[config.mk]
export PLATFORM = sky130hd
export DESIGN_NAME = fixed_period_pwm
export DESIGN_NICKNAME = d
export VERILOG_FILES = /design/src/rtl/pwm_pkg.sv /design/src/rtl/pwm_step_prescaler.sv /design/src/rtl/pwm_step_counter.sv /design/src/rtl/pwm_regs.sv /design/src/rtl/fixed_period_pwm.sv
export SDC_FILE = /design/constraint.sdc
export NUM_CORES = 1
export LEC_CHECK = 0
export BUFFER_PORTS_ARGS = -buffer_cell sky130_fd_sc_hd__buf_2
export CAP_MARGIN = 10
export CORE_MARGIN = 2
export CORE_UTILIZATION = 50
export CTS_CLUSTER_SIZE = 28
export DETAILED_ROUTE_END_ITERATION = 8
export PLACE_DENSITY_LB_ADDON = 0.2
export SLEW_MARGIN = 20
export SYNTH_ARGS = -nofsm -noshare
export SYNTH_HDL_FRONTEND = slang
export SYNTH_HIERARCHICAL = 1
export SYNTH_SLANG_ARGS = --single-unit
[constraint.sdc]
create_clock -name clk_i -period 3.1 [get_ports clk_i]
set_clock_uncertainty 0.2 [all_clocks]
set_input_delay 0.155 -clock clk_i [delete_from_list [all_inputs] [get_ports clk_i]]
set_output_delay 0.155 -clock clk_i [all_outputs]
set_load 0.01 [all_outputs]
[src/rtl/pwm_pkg.sv]
package pwm_pkg;
  localparam int unsigned STEP_W = 8;
  localparam int unsigned DATA_W = 8;
  localparam int unsigned ADDR_W = 8;
  localparam logic [ADDR_W-1:0] ADDR_CTRL = 8'hD2;
  localparam logic [ADDR_W-1:0] ADDR_DUTY = 8'hD8;
  localparam int unsigned EN_BIT = 7;
endpackage

[src/rtl/pwm_step_prescaler.sv]
module pwm_step_prescaler #(
  parameter int unsigned CLKS_PER_STEP = 100
) (
  input  logic clk_i,
  input  logic rst_ni,
  output logic tick_o
);
  generate
    if (CLKS_PER_STEP <= 1) begin : g_pass
      assign tick_o = rst_ni;
    end else begin : g_div
      localparam int unsigned CW = $clog2(CLKS_PER_STEP);
      localparam logic [CW-1:0] LAST = CW'(CLKS_PER_STEP - 1);
      logic [CW-1:0] cnt_q;
      always_ff @(posedge clk_i or negedge rst_ni) begin
        if (!rst_ni)            cnt_q <= '0;
        else if (cnt_q == LAST) cnt_q <= '0;
        else                    cnt_q <= cnt_q + 1'b1;
      end
      assign tick_o = (cnt_q == LAST);
    end
  endgenerate
endmodule

[src/rtl/pwm_step_counter.sv]
module pwm_step_counter
  import pwm_pkg::*;
(
  input  logic              clk_i,
  input  logic              rst_ni,
  input  logic              tick_i,
  output logic [STEP_W-1:0] step_o
);
  logic [STEP_W-1:0] step_q;
  // natural wrap at 2**STEP_W - 1
  always_ff @(posedge clk_i or negedge rst_ni) begin
    if (!rst_ni)     step_q <= '0;
    else if (tick_i) step_q <= step_q + 1'b1;
  end
  assign step_o = step_q;
endmodule

[src/rtl/pwm_regs.sv]
module pwm_regs
  import pwm_pkg::*;
(
  input  logic              clk_i,
  input  logic              rst_ni,
  input  logic              we_i,
  input  logic [ADDR_W-1:0] addr_i,
  input  logic [DATA_W-1:0] wdata_i,
  output logic [DATA_W-1:0] rdata_o,
  output logic [DATA_W-1:0] ctrl_o,
  output logic [DATA_W-1:0] duty_o
);
  logic [DATA_W-1:0] ctrl_q, duty_q;

  always_ff @(posedge clk_i or negedge rst_ni) begin
    if (!rst_ni) begin
      ctrl_q <= '0;
      duty_q <= '0;
    end else if (we_i) begin
      if (addr_i == ADDR_CTRL) ctrl_q <= wdata_i;
      if (addr_i == ADDR_DUTY) duty_q <= wdata_i;
    end
  end

  always_comb begin
    unique case (addr_i)
      ADDR_CTRL: rdata_o = ctrl_q;
      ADDR_DUTY: rdata_o = duty_q;
      default:   rdata_o = '0;
    endcase
  end

  assign ctrl_o = ctrl_q;
  assign duty_o = duty_q;
endmodule

[src/rtl/fixed_period_pwm.sv]
module fixed_period_pwm
  import pwm_pkg::*;
#(
  parameter int unsigned CLKS_PER_STEP = 100
) (
  input  logic       clk_i,
  input  logic       rst_ni,
  input  logic       reg_we_i,
  input  logic [7:0] reg_addr_i,
  input  logic [7:0] reg_wdata_i,
  output logic [7:0] reg_rdata_o,
  output logic       pwm_o,
  output logic       pwm_oe_o
);
  logic              step_tick;
  logic [STEP_W-1:0] step_q;
  logic [DATA_W-1:0] ctrl_q, duty_q;
  logic              out_en;

  pwm_step_prescaler #(.CLKS_PER_STEP(CLKS_PER_STEP)) u_presc (
    .clk_i (clk_i),
    .rst_ni(rst_ni),
    .tick_o(step_tick)
  );

  pwm_step_counter u_step (
    .clk_i (clk_i),
    .rst_ni(rst_ni),
    .tick_i(step_tick),
    .step_o(step_q)
  );

  pwm_regs u_regs (
    .clk_i  (clk_i),
    .rst_ni (rst_ni),
    .we_i   (reg_we_i),
    .addr_i (reg_addr_i),
    .wdata_i(reg_wdata_i),
    .rdata_o(reg_rdata_o),
    .ctrl_o (ctrl_q),
    .duty_o (duty_q)
  );

  assign out_en   = ctrl_q[EN_BIT];
  assign pwm_oe_o = out_en;
  // duty code n gives n+1 high steps
  assign pwm_o    = out_en && (step_q <= STEP_W'(duty_q));
endmodule

### Word-level counts from Yosys, hierarchy flattened

Index checks and enable logic that the tools add are counted.
W data, S select, Z words.

| storage, ports and cells | value |
|---|---|
| bits in registers | 31 |
| input bits | 19 |
| word-level logic and storage cells | 15 |

| operators by class | value |
|---|---|
| add/subtract/negate cells | 2 |
| $lt $le $gt $ge | 1 |
| eq/ne operators | 3 |
| mux-type cells | 2 |
| reductions and logical operators | 3 |

Operators with widths:

| operator | count |
|---|---|
| $eq A8 B8 Y1 const B | 2 |
| $pmux W8 S2 | 1 |
| $add A8 B1 Y8 const B | 1 |
| $le A8 B8 Y1 | 1 |
| $add A7 B1 Y7 const B | 1 |
| $eq A7 B7 Y1 const B | 1 |
| $mux W7 | 1 |
| $reduce_and A2 Y1 | 2 |
| $logic_and A1 B1 Y1 | 1 |

### Longest topological paths before layout

| logic depth | value |
|---|---|
| depth after elaboration | 2 |
| gate-level depth with buffers | 6 |

### Cells and area by module

Netlist, hierarchy kept.

Modules (own cells, without submodules):

| module | times used | cells each | area each (um^2) | seq. area each (um^2) |
|---|---|---|---|---|
| pwm_regs | 1 | 57 | 762.0 | 400.4 |
| pwm_step_prescaler | 1 | 29 | 345.3 | 175.2 |
| pwm_step_counter | 1 | 26 | 337.8 | 200.2 |
| fixed_period_pwm | 1 | 29 | 205.2 | 0.0 |

### Worst setup path before layout

Ideal clock, no wire load.

| path | value |
|---|---|
| path kind | flip-flop to output port |
| from | reg u_step.step_q[1] (netlist: u_step/step_o[1]) |
| to | out pwm_o |
| arrival | 1.344 ns |
| data required time | 2.745 ns |
| setup slack | 1.401 ns |
| cell stages (with the launch flop) | 6 |
| cell sequence | dfrtp_1 -> ha_1 -> nor2b_1 -> o21bai_1 -> a21oi_1 -> o31ai_1 |

| between the ends | value |
|---|---|
| longest elaborated chain between the ends | 2 |

RTL lines:

| what | line | text |
|---|---|---|
| start: declaration | pwm_step_counter.sv:9 | `logic [STEP_W-1:0] step_q;` |
| start signal: assignment | pwm_step_counter.sv:13 | `else if (tick_i) step_q <= step_q + 1'b1;` |
| $le A8 B8 Y1 | fixed_period_pwm.sv:47 | `assign pwm_o = out_en && (step_q <= STEP_W'(duty_q));` |
| $logic_and A1 B1 Y1 | fixed_period_pwm.sv:47 |  |
| end: declaration | fixed_period_pwm.sv:12 | `output logic pwm_o,` |

No other way between the ends.

### Worst setup path in the final report

Ends and elaborated chain as after synthesis.

==> qor.yml <==
outcome: "completed"
cts_root_buf: "clkbuf_4"
max-vdd-ir-drop_mv: 0.256
endpoint_kind: "output port"
synth_async_sr_flop_share_pct: 100
postRouteWirelength_mm: 3.22
fin_util_pct: 63.5
syn-mean-instance-area_um2: 11.7
drc: 0
met3_length_um: 89
maxSlewHeadroom_pct: 44.7
grt_remaining_overflow: 0
drive_above_1_share_pct: 35.0
clk_pin_slew_ns: 0.09
track_usage_pct: 20.1
maxSlewViolCount: 0
syn-cell-area_um2: 1650
worstPathMaxFanout: 5
ys.warnings.count: 6
finalSetupTns_ns: 0
syn-num-nets: 170
routedWlPerCell_um: 14.2
path_class: "reg2out"
first_pass_iters: 4
hold_path_class: "in2reg"
synthFlopType: "dfrtp_1"
rsz0062_at_grt: "no"
holdWs_ns: 0.0886
grt_pass1_wl_mm: 5.36
place.gp.congestion: 0.844
grt_max_degree: 32
start_util_pct: 53.2
cts_resized: 0
setup_viol: 0
portBuffers: 28
synth_cell_type_count: 32
setup_slack_ns: 0.916
synth_seq_area_share_pct: 47.0
drtIter0Drc: 67
synth_edf_count: 0
startpoint_type: "flop"
rows: 20
p_per_area_nw_per_um2: 354
top_layer: "met4"
clk_path_buf_depth: 2
met2RoutedLength_mm: 1.69
fin_crit_ns: 2.18
finalCritPeriodShare_pct: 70.5
antennaDiodeCount: 0
pre_cts_ws_ns: 1.24
htreeDepth: 2
synth_seq_cells: 31
fin_nets: 213
synthCells: 141
pin_count: 29
via_per_inst: 5.36
drt-met1-wl_mm: 1.38
areaGrowthSynthToFinish_pct: 19.3
worst_ep_arrival_time_ns: 1.83
die_x_um: 61.5
cts_tree: "yes"
antenna_found_initial: 0
die_area_um2: 3780
die_y_um: 61.5
ant_nets: 0
clock_sinks: 31
cts_inserted_buffers: 5
hpwl_mm: 2.43
clock_latency_ns: 0.32
drv_cap: 0
tightestPinTransition_ns: 0.827
num_vias: 1217
required_ns: 2.74
core_um2: 3100
finalHoldViolCount: 0
clock.fmax_ghz: 0.458
grt_pass1_vias: 1214
power_leakage_nw: 0.982
## through the flow
step	cell area, um^2	cells	total power, mW
2_1_floorplan	1650	141	0.459
3_3_place_gp	1840	212	0.487
5_1_grt	1970	227	0.737
3_5_place_dp	1840	212	0.490
4_1_cts	1970	227	0.703
6_report	1970	227	0.697
## kinds of logic (layout without fill, tap and decap cells)
family                   Yosys count  in the layout  synth area share [%]
AND/OR/NAND/NOR                   46             46                  18.5
buffers and inverters             10             52                  2.73
XOR/XNOR                          10             10                  5.31
flip-flops                        31             31                  47.0
adder cells (fa/ha/maj)           10             10                  7.58
AO/OA/AOI/OAI                     16             16                  6.67
multiplexers                      18             18                  12.2
## state kept, by name (all words and copies together) (netlist names)
name,cells
u_presc/g_div.cnt_q,7
u_regs/ctrl_o,8
u_regs/duty_o,8
u_step/step_o,8
## worst paths after layout
check / startpoint / endpoint / slack (ns) / cells past startpoint
max: u_step/step_o[1] / pwm_o / 0.92 / 6
min: reg_we_i / u_regs/duty_o[7] / 0.09 / 3
max reg2reg: u_presc/g_div.cnt_q[2] / u_step/step_o[7] / 1.30 / 5
min reg2reg: u_step/step_o[7] / u_step/step_o[7] / 0.28 / 1
max in group asynchronous: rst_ni / u_regs/ctrl_o[1] / 2.07 / 2
min in group asynchronous: rst_ni / u_step/step_o[7] / 0.19 / 2
## Yosys cell counts, types with 2 or more instances
library cell,instances,area [um^2]
dfrtp_1,31,776
a22oi_1,8,60.1
a31oi_1,2,12.5
xor2_1,4,35.0
nand4_1,5,31.3
mux2_2,17,191
ha_1,10,125
nand4_4,2,42.5
inv_1,8,30.0
a21oi_1,2,10.0
nor2_2,4,25.0
buf_4,2,15.0
nand3_1,4,20.0
nor2_1,12,45.0
nand2_1,6,22.5
nor2b_1,3,18.8
xnor2_1,6,52.6
## routing by layer
metal / GRT usage, % / vias up
met5: 0 / -
met4: 10.0 / 0
met3: 4.41 / 8
li1: - / 590
met1: 24.4 / 594
met2: 33.7 / 25
## critical path: stages (launching register included)
cell,delay [ns]
dfrtp_1,0.45
ha_1,0.33
nor2b_1,0.14
o21bai_1,0.13
a21oi_1,0.10
o31ai_1,0.20
buf_2,0.17
## report_power, final
group | internal (mW) | leakage (nW) | total (mW) | switching [mW]
combinational | 0.0346 | 0.542 | 0.0692 | 0.0346
clock | 0.0805 | 0.0242 | 0.207 | 0.126
sequential | 0.414 | 0.416 | 0.421 | 0.00698
## layout by cell type, fill, tap and decap left out, drive strengths merged, types with 8 or more instances in the layout
master,count
dfrtp,31
ha,10
buf,29
nand4,8
a22oi,8
dlygate4sd3,9
mux2,17
nor2,17
inv,8
## what timing repair did
action | CTS | global route
setup buffers | 0 | 0
endpoints found under the setup margin | 0 | 0
hold buffers | 9 | 0
hold endpoints to repair | 47 | 0
## area by class of cell
type	count	area, um^2
clock buffers	6	41.3
fillers	283	1130
inverters	8	30.0
multi-input cells	100	830
flip-flops and latches	31	776
well taps	44	55.1
repair buffers	38	238
Note: power is estimated with default switching activity, not from simulation.
